==> src/rtl/dual_rld_pkg.sv <==
// Shared types for the dual-channel reset/load decoder.
// Assumes two channels and a fixed 7-strobe action set.
package dual_rld_pkg;
    localparam int NCH     = 2;
    localparam int NUM_ACT = 7;

    // Reset field encoding (command bits 2:1)
    typedef enum logic [1:0] {
        RST_NONE  = 2'b00,
        RST_CNTR  = 2'b01,
        RST_FLAGS = 2'b10,
        RST_ERR   = 2'b11
    } rst_sel_e;

    // Transfer field encoding (command bits 4:3)
    typedef enum logic [1:0] {
        XFR_NONE   = 2'b00,
        XFR_PR2CNT = 2'b01,
        XFR_CNT2OL = 2'b10,
        XFR_PR2PSC = 2'b11
    } xfr_sel_e;

    // Action strobes, MSB first: bit 6 ld_psc ... bit 0 clr_bp
    typedef struct packed {
        logic ld_psc;
        logic ld_latch;
        logic ld_cntr;
        logic clr_err;
        logic clr_flags;
        logic clr_cntr;
        logic clr_bp;
    } act_t;
endpackage

==> src/rtl/dual_rld_decode.sv <==
// Combinational command decoder.
// Maps one command byte to per-channel action structs.
// Assumes the command byte is only looked at while wr_en is high.
module dual_rld_decode
    import dual_rld_pkg::*;
#(
    parameter int DW = 8
) (
    input  logic                wr_en,
    input  logic [DW-1:0]       wr_data,
    input  logic                sel_y,
    output act_t [NCH-1:0]      act
);
    localparam int GRP_LO = 5;
    localparam int BC_BIT = 7;

    logic     grp_hit;
    rst_sel_e rst_sel;
    xfr_sel_e xfr_sel;

    // Recognise this register group and split out the fields
    always_comb begin
        grp_hit = wr_en && (wr_data[GRP_LO+1:GRP_LO] == 2'b00);
        rst_sel = rst_sel_e'(wr_data[2:1]);
        xfr_sel = xfr_sel_e'(wr_data[4:3]);
    end

    for (genvar c = 0; c < NCH; c++) begin : g_ch
        logic hit;
        // Channel is addressed by broadcast or by the select pin
        always_comb begin
            hit              = grp_hit && (wr_data[BC_BIT] || (sel_y == 1'(c)));
            act[c]           = '0;
            act[c].clr_bp    = hit && wr_data[0];
            act[c].clr_cntr  = hit && (rst_sel == RST_CNTR);
            act[c].clr_flags = hit && (rst_sel == RST_FLAGS);
            act[c].clr_err   = hit && (rst_sel == RST_ERR);
            act[c].ld_cntr   = hit && (xfr_sel == XFR_PR2CNT);
            act[c].ld_latch  = hit && (xfr_sel == XFR_CNT2OL);
            act[c].ld_psc    = hit && (xfr_sel == XFR_PR2PSC);
        end
    end
endmodule

==> src/rtl/dual_rld_chan.sv <==
// Per-channel counter and output latch.
// Counter priority: clear, then preset load, then step.
// The latch captures the counter value from before the edge.
module dual_rld_chan
    import dual_rld_pkg::*;
#(
    parameter int CW = 24
) (
    input  logic          clk,
    input  logic          rst_n,
    input  act_t          act,
    input  logic          step,
    input  logic [CW-1:0] preset,
    output logic [CW-1:0] cntr_q,
    output logic [CW-1:0] latch_q
);
    // Counter update with clear/load/step priority
    always_ff @(posedge clk) begin
        if (!rst_n)            cntr_q <= '0;
        else if (act.clr_cntr) cntr_q <= '0;
        else if (act.ld_cntr)  cntr_q <= preset;
        else if (step)         cntr_q <= cntr_q + CW'(1);
    end

    // Parallel capture of the counter into the latch
    always_ff @(posedge clk) begin
        if (!rst_n)            latch_q <= '0;
        else if (act.ld_latch) latch_q <= cntr_q;
    end
endmodule

==> src/rtl/dual_rld_prescale.sv <==
// Modulo-(n+1) down counter that makes the filter clock enable.
// The factor n is loaded by command; the count moves only on tick.
// The enable is high for one cycle after each wrap from zero.
module dual_rld_prescale #(
    parameter int PW = 8
) (
    input  logic          clk,
    input  logic          rst_n,
    input  logic          load,
    input  logic [PW-1:0] load_val,
    input  logic          tick,
    output logic          fen
);
    logic [PW-1:0] n_q;
    logic [PW-1:0] cnt_q;

    // Hold the divide factor
    always_ff @(posedge clk) begin
        if (!rst_n)    n_q <= '0;
        else if (load) n_q <= load_val;
    end

    // Count down on tick, reload and pulse at zero
    always_ff @(posedge clk) begin
        if (!rst_n) begin
            cnt_q <= '0;
            fen   <= 1'b0;
        end else if (load) begin
            cnt_q <= load_val;
            fen   <= 1'b0;
        end else if (tick) begin
            if (cnt_q == '0) begin
                cnt_q <= n_q;
                fen   <= 1'b1;
            end else begin
                cnt_q <= cnt_q - PW'(1);
                fen   <= 1'b0;
            end
        end else begin
            fen <= 1'b0;
        end
    end
endmodule

==> src/rtl/dual_rld_ctrl.sv <==
// Top level: decodes reset/load commands for channels X (0) and Y (1).
// Registers the action strobes and instantiates the channel datapaths
// and prescalers. All outputs are registered.
module dual_rld_ctrl
    import dual_rld_pkg::*;
#(
    parameter int DW = 8,
    parameter int CW = 24,
    parameter int PW = 8
) (
    input  logic                          clk,
    input  logic                          rst_n,
    input  logic                          wr_en,
    input  logic [DW-1:0]                 wr_data,
    input  logic                          sel_y,
    input  logic [NCH-1:0]                step,
    input  logic                          fck_tick,
    input  logic [NCH-1:0][CW-1:0]        preset,
    output logic [NCH-1:0][NUM_ACT-1:0]   act_q,
    output logic [NCH-1:0][CW-1:0]        cntr_q,
    output logic [NCH-1:0][CW-1:0]        latch_q,
    output logic [NCH-1:0]                fen
);
    act_t [NCH-1:0] act;

    dual_rld_decode #(.DW(DW)) u_dec (
        .wr_en   (wr_en),
        .wr_data (wr_data),
        .sel_y   (sel_y),
        .act     (act)
    );

    for (genvar c = 0; c < NCH; c++) begin : g_ch
        // Register the strobes so they are one-cycle pulses
        always_ff @(posedge clk) begin
            if (!rst_n) act_q[c] <= '0;
            else        act_q[c] <= act[c];
        end

        dual_rld_chan #(.CW(CW)) u_chan (
            .clk     (clk),
            .rst_n   (rst_n),
            .act     (act[c]),
            .step    (step[c]),
            .preset  (preset[c]),
            .cntr_q  (cntr_q[c]),
            .latch_q (latch_q[c])
        );

        dual_rld_prescale #(.PW(PW)) u_psc (
            .clk      (clk),
            .rst_n    (rst_n),
            .load     (act[c].ld_psc),
            .load_val (preset[c][PW-1:0]),
            .tick     (fck_tick),
            .fen      (fen[c])
        );
    end
endmodule

==> config.mk <==
export PLATFORM = sky130hd
export DESIGN_NAME = dual_rld_ctrl
export DESIGN_NICKNAME = d
export VERILOG_FILES = /design/src/rtl/dual_rld_pkg.sv /design/src/rtl/dual_rld_decode.sv /design/src/rtl/dual_rld_chan.sv /design/src/rtl/dual_rld_prescale.sv /design/src/rtl/dual_rld_ctrl.sv
export SDC_FILE = /design/constraint.sdc
export NUM_CORES = 1
export LEC_CHECK = 0
export BUFFER_PORTS_ARGS = -buffer_cell sky130_fd_sc_hd__buf_2
export CAP_MARGIN = 40
export CORE_ASPECT_RATIO = 0.7
export CORE_MARGIN = 2
export CORE_UTILIZATION = 40
export DETAILED_ROUTE_END_ITERATION = 8
export GPL_TIMING_DRIVEN = 0
export PLACE_DENSITY = 0.68
export SYNTH_ARGS = -nofsm -noshare
export SYNTH_HDL_FRONTEND = slang
export SYNTH_SLANG_ARGS = --single-unit
==> constraint.sdc <==
create_clock -name clk -period 3.68 [get_ports clk]
set_clock_uncertainty 0.2 [all_clocks]
set_input_delay 0.552 -clock clk [delete_from_list [all_inputs] [get_ports clk]]
set_output_delay 0.552 -clock clk [all_outputs]
set_load 0.05 [all_outputs]
==> flow_metrics.tcl <==
set metrics [dict create \
    synth_area_um2 6330 \
    ff2ff_setup_slack_ps 1260 \
    placed_cells 1152 \
    rsz0062_at_grt "no" \
    clkLatencyLatePin_ps 420 \
    rows 38 \
    start_util_pct 40.8 \
    core_um2 15500 \
    gp_congestion 0.850 \
    tightestPinTransition_ps 830 \
    status "finished clean" \
    grt_antenna_before_repair 3 \
    multi_input_area_um2 3180 \
    fin_util_pct 51.9 \
    path_class "primary input to flop" \
    crit_arrival_ps 2740 \
    avgSynthCellArea_um2 8.13 \
    grt_pass1_vias 5766 \
    cts_tree "yes" \
    drc_errors 0 \
    ios 175 \
    groute.usage.overall_pct 23.8 \
    syn_inst 779 \
    numCtsBuffers 17 \
    drt-total-wl_mm 19.8 \
    root_buffer "clkbuf_16" \
    grt_max_degree 17 \
    synth-main-ff-cell "dfxtp_1" \
    ir_drop_v 0.000317 \
    num_vias 6239 \
    endpoint_kind "flop" \
    die_y_um 109 \
    hp-class "primary input to flop" \
    cts_setup_buffers 0 \
    avgRoutedWirePerCell_um 16.7 \
    synth_fp_nets 848 \
    synthArstFlopShare_pct 0 \
    worstReg2RegEnd "g_ch[1].u_chan.cntr_q[23]" \
    totalNegativeSetupSlack_ps 0 \
    place_hpwl_mm 14.4 \
    layout-drive-gt1-share_pct 22.8 \
    overflow 0 \
    drt_iter0_markers 440 \
    hold_violations 0 \
    port_buffers 173 \
    htree_levels 4 \
    fin_crit_ps 2670 \
    cts_resized 0 \
    setup_ws_ps 1010 \
    cp_max_fo 10 \
    fin_crit_sh_pct 72.5 \
    critical_path.top_delay_family "compound AO/OA/AOI/OAI gates" \
    synth_commonest_cells "nand2_1, dfxtp_1, a21oi_1" \
    slew_headroom_pct 44.7 \
    fillers 1507 \
    worstPathRequired_ps 3750 \
    timing.critical_path.buf_inv 2 \
    fin_nets 1040 \
    timing.rr.start "g_ch[1].u_chan.cntr_q[2]" \
    crit_top_cell "o21ai_1" \
    slew_viol_final 0 \
    hold_start "wr_data[1]" \
    drtAntennaViolNets 0 \
    clk_pin_slew_ps 60 \
    ctsHoldBuffers 0 \
    p_leak_nw 3.22 \
    drt_pass1_iterations 6 \
    grt_pass1_wl_mm 31.3 \
    synth.area.top_cells "dfxtp_1, nand2_1, a21oi_1, a211oi_1, nor2_1" \
    die-area_um2 16900 \
    min_to "act_q[2]" \
    drv_cap 0 \
    holdWs_ps 161 \
    critPathSlowestCell "o21ai_1" \
    power_density_nw_per_um2 574 \
    synth_area_leader_cell "dfxtp_1" \
    synth-seq-cells 144 \
    finalSetupViolations 0 \
    synth_cell_types 54 \
    seq_area_frac_synth_pct 45.5 \
    slowest_delay_ps 660 \
    yosysWarnings 0 \
    syn_to_final_growth_pct 27.2 \
    die_w_um 154 \
    worst_r2r_path_depth 6 \
    dpl_worst_slack_ps 633 \
    via_per_inst 5.26 \
    synth-edff-count 0 \
    worstPathCellList "buf_2 -> nor3b_1 -> o21ai_1 -> o21ai_1 -> clkbuf_1 -> a211oi_1" \
    instances_no_fill 1185 \
    fmax_ghz 0.375 \
    synth_top_cell_area_share_pct 45.5 \
    cts.sinks 144 \
    register_area_um2 2880 \
    min_path_cells 2 \
    clockBufferDepth 2 \
    yosysMostFrequentCell "nand2_1" \
    crit_path_start_kind "primary input" \
]
-- stage by stage --
step | power [mW] | area [um^2]
CTS | 4.63 | 8050
detailed placement | 2.86 | 7450
global route | 4.82 | 8050
finish | 4.63 | 8050
global placement | 2.84 | 7450
floorplan | 2.62 | 6330
-- worst max-delay path by stage --
stage                                         from  slack (ps)                         to  cells after the start
after floorplan           g_ch[0].u_chan.cntr_q[2]        1220   g_ch[0].u_chan.cntr_q[9]                      5
after global placement                  wr_data[6]         690       g_ch[0].u_psc.n_q[1]                      8
after detailed placement                wr_data[6]         630  g_ch[1].u_chan.cntr_q[10]                      6
after CTS                               wr_data[6]        1070  g_ch[1].u_chan.cntr_q[10]                      6
after global routing                    wr_data[6]         720   g_ch[1].u_chan.cntr_q[7]                      6
final                                   wr_data[6]        1010  g_ch[1].u_chan.cntr_q[10]                      6
-- routing by layer --
layer | GRT usage (%) | vias to the layer above | wire length (um)
li1 | - | 3085 | -
met4 | 6.75 | 4 | 251
met1 | 33.9 | 2911 | 9740
met5 | 0 | - | 24
met3 | 6.60 | 24 | 1500
met2 | 35.3 | 215 | 8280
-- where the power goes --
part	switching (mW)	internal (mW)	leakage, nW
clock	0.727	1.05	0.280
combinational	0.612	0.469	1.78
sequential	0.116	1.66	1.16
-- flip-flops by register name, summed over array words and instances, names as in the netlist --
name and cells:
act_q 14, g_ch.u_psc.fen 2, g_ch.u_psc.cnt_q 16, g_ch.u_psc.n_q 16, g_ch.u_chan.cntr_q 48, g_ch.u_chan.latch_q 48
-- kinds of logic (layout without fill, tap and decap cells) --
logic type,count (synthesis),count (layout),synth area share (%)
AOI/OAI and AO/OA,184,184,17.8
xor gates and xnor gates,49,49,6.78
adders and majority gates,6,6,1.19
buffers and inverters,66,271,4.29
DFF,144,144,45.5
muxes,7,7,1.13
other,0,1,0
and+or+nand+nor,323,323,23.3
-- cell usage in the layout (no fill, tap or decap), types with 3 or more instances in the layout --
master / synthesis / routed
o31ai_1: 3 / 3
buf_2: 1 / 174
nor3b_1: 6 / 6
xnor2_1: 24 / 24
and3_1: 8 / 8
nand3_1: 23 / 23
nor2_1: 65 / 65
inv_1: 11 / 11
and4_1: 5 / 5
clkbuf_1: 48 / 48
a211oi_1: 34 / 34
nor4_1: 4 / 4
mux2i_1: 6 / 6
o21ai_0: 21 / 21
dfxtp_1: 144 / 144
o21ai_1: 3 / 3
nor3_1: 18 / 18
ha_1: 6 / 6
a21oi_1: 88 / 88
nand2_1: 161 / 161
clkbuf_16: 0 / 17
xor2_1: 25 / 25
nand2b_1: 7 / 7
nand4_1: 11 / 11
a221oi_1: 13 / 13
clkinvlp_4: 0 / 5
inv_6: 0 / 5
o211ai_1: 6 / 6
or2_2: 4 / 4
-- final cells by class --
class                      count  area share [%]
antenna                        1          0.0311
timing repair buffer         173            10.8
clock inverter                13            1.86
tap                          200            3.11
sequential                   144            35.8
buffer                        54            2.81
multi-input combinational    569            39.4
inverter                      12           0.559
clock buffer                  19            5.63
Power figures use the tool's default switching activity.
